File: src/rtl/phy_rst_pkg.sv
package phy_rst_pkg;

   typedef enum logic [3:0] {
      ST_IDLE,
      ST_RD_CTL,
      ST_WR_RST,
      ST_SETTLE,
      ST_POLL,
      ST_GAP,
      ST_UNISO,
      ST_CFG,
      ST_FIN
   } seq_state_e;

   // control register bit positions the sequence depends on
   localparam int CTL_BIT_RESET = 15;
   localparam int CTL_BIT_ANEN  = 12;
   localparam int CTL_BIT_ISO   = 10;

   localparam int CFG_LEN = 3;

endpackage

File: src/rtl/phy_rst_ustimer.sv
module phy_rst_ustimer #(
   parameter int CLK_PER_US = 50,
   parameter int US_W       = 9
) (
   input  logic            clk,
   input  logic            rst_n,
   input  logic            load,
   input  logic [US_W-1:0] us,
   output logic            expired
);
   localparam int PRE_W = (CLK_PER_US > 1) ? $clog2(CLK_PER_US) : 1;
   localparam logic [PRE_W-1:0] PRE_TOP = PRE_W'(CLK_PER_US - 1);

   logic             run_q;
   logic [PRE_W-1:0] pre_q;
   logic [US_W-1:0]  us_q;

   always_ff @(posedge clk or negedge rst_n) begin
      if (!rst_n) begin
         run_q   <= 1'b0;
         pre_q   <= '0;
         us_q    <= '0;
         expired <= 1'b0;
      end else begin
         expired <= 1'b0;
         if (load) begin
            run_q <= 1'b1;
            pre_q <= PRE_TOP;
            us_q  <= us - US_W'(1);
         end else if (run_q) begin
            if (pre_q == '0) begin
               pre_q <= PRE_TOP;
               if (us_q == '0) begin
                  run_q   <= 1'b0;
                  expired <= 1'b1;
               end else begin
                  us_q <= us_q - US_W'(1);
               end
            end else begin
               pre_q <= pre_q - PRE_W'(1);
            end
         end
      end
   end
endmodule

File: src/rtl/phy_rst_cfgrom.sv
module phy_rst_cfgrom #(
   parameter int REG_W  = 5,
   parameter int DATA_W = 16
) (
   input  logic [1:0]        idx,
   output logic [REG_W-1:0]  reg_no,
   output logic [DATA_W-1:0] value
);
   always_comb begin
      case (idx)
         2'd0:    begin reg_no = REG_W'(4); value = DATA_W'(16'h8120); end
         2'd1:    begin reg_no = REG_W'(7); value = DATA_W'(16'h2801); end
         default: begin reg_no = REG_W'(0); value = DATA_W'(16'h0140); end
      endcase
   end
endmodule

File: src/rtl/phy_rst_seq.sv
module phy_rst_seq
   import phy_rst_pkg::*;
#(
   parameter int CLK_PER_US = 50,
   parameter int SETTLE_US  = 300,
   parameter int POLL_US    = 10,
   parameter int MAX_TRIES  = 10000,
   parameter int ADDR_W     = 5,
   parameter int REG_W      = 5,
   parameter int DATA_W     = 16,
   parameter bit SGMII_EN   = 1'b1
) (
   input  logic              clk,
   input  logic              rst_n,
   input  logic              start,
   input  logic              sgmii_mode,
   input  logic [ADDR_W-1:0] dev_addr,
   output logic              busy,
   output logic              done,
   output logic              pass,
   output logic              mgmt_req,
   output logic              mgmt_wr,
   output logic [ADDR_W-1:0] mgmt_phy,
   output logic [REG_W-1:0]  mgmt_reg,
   output logic [DATA_W-1:0] mgmt_wdata,
   input  logic              mgmt_done,
   input  logic [DATA_W-1:0] mgmt_rdata,
   input  logic              mgmt_err
);
   localparam int US_MAX = (SETTLE_US > POLL_US) ? SETTLE_US : POLL_US;
   localparam int US_W   = $clog2(US_MAX + 1);
   localparam int TRY_W  = $clog2(MAX_TRIES + 1);
   localparam logic [DATA_W-1:0] M_RST = DATA_W'(1) << CTL_BIT_RESET;
   localparam logic [DATA_W-1:0] M_AN  = DATA_W'(1) << CTL_BIT_ANEN;
   localparam logic [DATA_W-1:0] M_ISO = DATA_W'(1) << CTL_BIT_ISO;

   generate
      if (CLK_PER_US < 1) begin : g_bad_clk
         $error("CLK_PER_US must be at least 1");
      end
      if (SETTLE_US < 1 || POLL_US < 1) begin : g_bad_us
         $error("SETTLE_US and POLL_US must be at least 1");
      end
      if (MAX_TRIES < 1) begin : g_bad_tries
         $error("MAX_TRIES must be at least 1");
      end
      if (DATA_W < 16) begin : g_bad_data
         $error("DATA_W must hold a 16-bit register");
      end
   endgenerate

   seq_state_e        st_q, st_d;
   logic [DATA_W-1:0] ctl_q;
   logic [TRY_W-1:0]  tries_q;
   logic [1:0]        cfg_idx_q;
   logic              ok_q;
   logic [ADDR_W-1:0] addr_q;
   logic              sgmii_q;

   logic              cfg_on;
   logic [REG_W-1:0]  cfg_reg;
   logic [DATA_W-1:0] cfg_val;

   logic              tmr_load;
   logic [US_W-1:0]   tmr_us;
   logic              tmr_exp;

   logic              poll_good;
   logic              poll_last;

   generate
      if (SGMII_EN) begin : g_cfg
         phy_rst_cfgrom #(.REG_W(REG_W), .DATA_W(DATA_W)) u_rom (
            .idx    (cfg_idx_q),
            .reg_no (cfg_reg),
            .value  (cfg_val)
         );
         assign cfg_on = sgmii_q;
      end else begin : g_nocfg
         assign cfg_reg = '0;
         assign cfg_val = '0;
         assign cfg_on  = 1'b0;
      end
   endgenerate

   phy_rst_ustimer #(.CLK_PER_US(CLK_PER_US), .US_W(US_W)) u_tmr (
      .clk     (clk),
      .rst_n   (rst_n),
      .load    (tmr_load),
      .us      (tmr_us),
      .expired (tmr_exp)
   );

   assign poll_good = !mgmt_err && !mgmt_rdata[CTL_BIT_RESET];
   assign poll_last = (tries_q + TRY_W'(1)) == TRY_W'(MAX_TRIES);

   always_comb begin
      tmr_load = 1'b0;
      tmr_us   = US_W'(POLL_US);
      if (st_q == ST_WR_RST && mgmt_done) begin
         tmr_load = 1'b1;
         tmr_us   = US_W'(SETTLE_US);
      end else if (st_q == ST_POLL && mgmt_done && !poll_good && !poll_last) begin
         tmr_load = 1'b1;
      end
   end

   always_comb begin
      st_d = st_q;
      case (st_q)
         ST_IDLE:   if (start) st_d = ST_RD_CTL;
         ST_RD_CTL: if (mgmt_done) st_d = mgmt_err ? ST_FIN : ST_WR_RST;
         ST_WR_RST: if (mgmt_done) st_d = ST_SETTLE;
         ST_SETTLE: if (tmr_exp) st_d = ST_POLL;
         ST_POLL:
            if (mgmt_done) begin
               if (poll_good)
                  st_d = mgmt_rdata[CTL_BIT_ISO] ? ST_UNISO : (cfg_on ? ST_CFG : ST_FIN);
               else
                  st_d = poll_last ? ST_FIN : ST_GAP;
            end
         ST_GAP:    if (tmr_exp) st_d = ST_POLL;
         ST_UNISO:  if (mgmt_done) st_d = cfg_on ? ST_CFG : ST_FIN;
         ST_CFG:    if (mgmt_done && cfg_idx_q == 2'(CFG_LEN - 1)) st_d = ST_FIN;
         ST_FIN:    st_d = ST_IDLE;
         default:   st_d = ST_IDLE;
      endcase
   end

   always_ff @(posedge clk or negedge rst_n) begin
      if (!rst_n) begin
         st_q      <= ST_IDLE;
         ctl_q     <= '0;
         tries_q   <= '0;
         cfg_idx_q <= '0;
         ok_q      <= 1'b0;
         addr_q    <= '0;
         sgmii_q   <= 1'b0;
      end else begin
         st_q <= st_d;
         case (st_q)
            ST_IDLE:
               if (start) begin
                  addr_q    <= dev_addr;
                  sgmii_q   <= sgmii_mode;
                  ok_q      <= 1'b0;
                  tries_q   <= '0;
                  cfg_idx_q <= '0;
               end
            ST_RD_CTL:
               if (mgmt_done) ctl_q <= (mgmt_rdata & ~(M_ISO | M_AN)) | M_RST;
            ST_POLL:
               if (mgmt_done) begin
                  tries_q <= tries_q + TRY_W'(1);
                  if (poll_good) begin
                     ctl_q <= mgmt_rdata;
                     ok_q  <= 1'b1;
                  end
               end
            ST_CFG:
               if (mgmt_done) cfg_idx_q <= cfg_idx_q + 2'd1;
            default: ;
         endcase
      end
   end

   always_comb begin
      mgmt_req   = 1'b0;
      mgmt_wr    = 1'b0;
      mgmt_reg   = '0;
      mgmt_wdata = '0;
      case (st_q)
         ST_RD_CTL, ST_POLL: mgmt_req = 1'b1;
         ST_WR_RST: begin
            mgmt_req   = 1'b1;
            mgmt_wr    = 1'b1;
            mgmt_wdata = ctl_q;
         end
         ST_UNISO: begin
            mgmt_req   = 1'b1;
            mgmt_wr    = 1'b1;
            mgmt_wdata = ctl_q & ~M_ISO;
         end
         ST_CFG: begin
            mgmt_req   = 1'b1;
            mgmt_wr    = 1'b1;
            mgmt_reg   = cfg_reg;
            mgmt_wdata = cfg_val;
         end
         default: ;
      endcase
   end

   assign mgmt_phy = addr_q;
   assign busy     = (st_q != ST_IDLE);
   assign done     = (st_q == ST_FIN);
   assign pass     = done && ok_q;

endmodule

File: config.mk
export PLATFORM = sky130hd
export DESIGN_NAME = phy_rst_seq
export DESIGN_NICKNAME = d
export VERILOG_FILES = /design/src/rtl/phy_rst_pkg.sv /design/src/rtl/phy_rst_ustimer.sv /design/src/rtl/phy_rst_cfgrom.sv /design/src/rtl/phy_rst_seq.sv
export SDC_FILE = /design/constraint.sdc
export NUM_CORES = 1
export LEC_CHECK = 0
export BUFFER_PORTS_ARGS = -buffer_cell sky130_fd_sc_hd__buf_2
export CAP_MARGIN = 10
export CORE_MARGIN = 5
export CORE_UTILIZATION = 36
export CTS_BUF_LIST = sky130_fd_sc_hd__clkbuf_16
export CTS_CLUSTER_SIZE = 28
export DETAILED_ROUTE_END_ITERATION = 10
export GPL_ROUTABILITY_DRIVEN = 0
export PLACE_DENSITY = 0.66
export SKIP_LAST_GASP = 1
export SYNTH_ARGS = -nofsm -noshare
export SYNTH_HDL_FRONTEND = slang
export SYNTH_HIERARCHICAL = 1
export SYNTH_SLANG_ARGS = --single-unit
File: constraint.sdc
create_clock -name clk -period 4.1 [get_ports clk]
set_clock_uncertainty 0.1 [all_clocks]
set_input_delay 0.41 -clock clk [delete_from_list [all_inputs] [get_ports clk]]
set_output_delay 0.41 -clock clk [all_outputs]
set_load 0.05 [all_outputs]
==> impl_metrics.ini <==
[route]
drc_errors = 0
wl_per_cell_um = 14.5
dr.pass1.iters = 4
wirelength_mm = 8.97
detail-route-antenna-nets = 0
via_per_inst = 5.29
drt_iter0_markers = 288
vias = 3269

[floorplanning]
rows = 37
io_pins = 58
die_y_um = 114
coreArea_mm2 = 0.0104
die_x_um = 114
start_util_pct = 37.1
dieArea_mm2 = 0.0129

[cts]
cts.sinks = 60
clk_pin_slew_ps = 50
clk_latency_ps = 330
cts_made_buffers = 9
post_cts_buffers = 0
htree_levels = 3
clockBufferDepth = 2
cts_tree = done
cts_root_buffer = clkbuf_16

[synthesis]
postSynth.asyncResetShare_pct = 100
synth-seq-cells = 60
ys_top_cells_by_area = dfrtp_1, a22o_1, nand2_1, mux2_1, buf_4
synth_seq_area_share_pct = 38.8
ys_warn_count = 6
synth_edf_count = 0
avgSynthCellArea_um2 = 9.21
synthDistinctLibCells = 62
synth-main-ff-cell = dfrtp_1
synth_top_area_share_pct = 38.8
post-synth-top-count-cell = dfrtp_1
synthTopCellsByCount = dfrtp_1, nand2_1, nor2_1
syn_area_mm2 = 0.00387
synth_top_cell_by_area = dfrtp_1
synth_cells = 420

[timing]
fin_ws_ps = 499
period_share_pct = 87.8
final-setup-viol-count = 0
tightest_slew_ps = 946
min_period_ps = 3600
max_slew_margin_pct = 36.9
fin_tns_setup_ps = 0
maxSlewViolCount = 0
rsz0062_at_grt = no
fmax_mhz = 278
timing_hold_violations_final = 0

[worst_setup_path]
end_kind = register
startpoint = tries_q[3]
critPathArrivalTime_ps = 3710
worstPathRequired_ps = 4200
r2r_cells = 10
ff2ff_setup_slack_ps = 500
r2r_start = tries_q[3]
start_kind = register
cp_max_fo = 23
r2r-end = u_tmr/us_q[0]
path_class = reg -> reg

[finish]
nNetsFinal = 510
drive_gt1_share_pct = 21.4
layout.cells.non_filler = 618
area_growth_pct = 17.4
diodes = 0

[run_status]
outcome = completed

[place]
place_ws_ps = 399
numPortBuffers = 55
placed_cells = 603
dp_hpwl_mm = 6.47

[global_routing]
grt_max_degree = 33
grt_pass1_vias = 3182
antenna_found_initial = 0
grtUsageTotal_pct = 14.2
grt-ovfl-total = 0
grt_pass1_wl_mm = 15.1

[run]
max_cap_violations = 0

[power]
p_int_mw = 1.84
p_leak_nw = 2.07
comb_power_share_pct = 43.4
peakVddDrop_mv = 0.363
clock_power_share_pct = 24.6
seqPwrFrac_pct = 32.1
p_switching_mw = 1.30
p_per_area_mw_per_mm2 = 693
p_sw_share_pct = 41.4

[worst_hold_path]
min_path_type = in -> async
## power groups by stage
stage	registers, mW	logic, mW	clock network (mW)
global route	1.04	1.51	0.826
global placement	1.00	1.34	0
CTS	1.01	1.37	0.790
floorplan	1.05	1.03	0
finish	1.01	1.36	0.772
detailed placement	1.01	1.36	0
## cells in the final DEF (no fill, tap or decap), types with 3 or more instances in the layout
master      n
a31oi_1     3
xor2_1      8
mux2_1     11
mux2i_1     9
clkbuf_16   9
mux2_2      3
xnor2_1     7
nand3b_1    3
o31ai_1     3
buf_2      55
conb_1     25
nor4_1      5
nor2_1     28
o21a_1      3
o211ai_1    4
o21ai_0    19
ha_1        5
and3_1      7
nand2_1    37
a22o_1     18
mux2_4      7
o21ai_1    13
clkinv_2    4
nand2b_1    5
nor3_1      9
dfrtp_1    60
nor2b_1     5
and2_1     10
inv_1      11
nand3_1    21
a21oi_1    20
nand4_1     6
buf_4       8
nor3b_1     3
## layer usage
layer	GRT usage (%)	up-vias	share of wire (%)
met1	18.1	1570	46
li1	-	1586	-
met4	4.41	0	1.1
met5	0	-	0
met3	4.40	7	6.2
met2	23.1	106	47
## cell families after synthesis
kind of cell	count (synthesis)	synth area share, %
simple gates	157	22.8
other cells	3	0.291
compound gates	98	16.7
xor+xnor	15	3.40
mux	30	9.13
fa+ha+maj	5	1.62
flops	60	38.8
buf+inv	52	7.22
## state kept, by name (all words and copies together) (netlist names)
signal         cells
ok_q               1
st_q               4
u_tmr/run_q        1
tries_q           14
ctl_q             16
cfg_on             1
mgmt_phy           5
cfg_idx_q          2
u_tmr/expired      1
u_tmr/us_q         9
u_tmr/pre_q        6
## worst max-delay path, cell delays in order, from the launching register on
cell and delay, ps:
dfrtp_1 470, nand4_2 240, nor4_4 410, mux2_2 400, o31ai_2 290, nand2_1 170, buf_4 250, nor4_4 380
nand3_2 240, o21ai_4 160, mux2_2 360
## per-stage QoR
step	hold slack [ps]	power [mW]	cell area, um2	util, %
CTS	73.4	3.16	4530	43.5
global placement	365	2.34	4230	40.6
detailed placement	375	2.38	4230	40.6
floorplan	14.4	2.09	3950	-
global route	123	3.37	4540	43.6
finish	47.4	3.15	4540	43.6
## area by class of cell
| cell class | instances | area (um2) |
|---|---|---|
| Clock inverter | 6 | 80.1 |
| Timing Repair Buffer | 63 | 335 |
| Multi-Input combinational cell | 330 | 2170 |
| Inverter | 14 | 52.6 |
| Clock buffer | 9 | 225 |
| Sequential cell | 60 | 1500 |
| Fill cell | 1006 | 5880 |
| Tap cell | 136 | 170 |
## how the worst max path moves through the flow
stage / to / cells past startpoint
2_1_floorplan: u_tmr/us_q[8] / 15
3_3_place_gp: u_tmr/us_q[0] / 10
3_5_place_dp: u_tmr/us_q[0] / 10
4_1_cts: u_tmr/us_q[0] / 10
5_1_grt: u_tmr/us_q[0] / 11
6_report: u_tmr/us_q[0] / 10
## repair_timing
item	4_1_cts	5_1_grt
endpoints found under the hold margin	0	0
setup endpoints to repair	0	1
hold buffers	0	0
gates resized for setup	0	1
No activity file was read; power rests on OpenSTA's default activity.
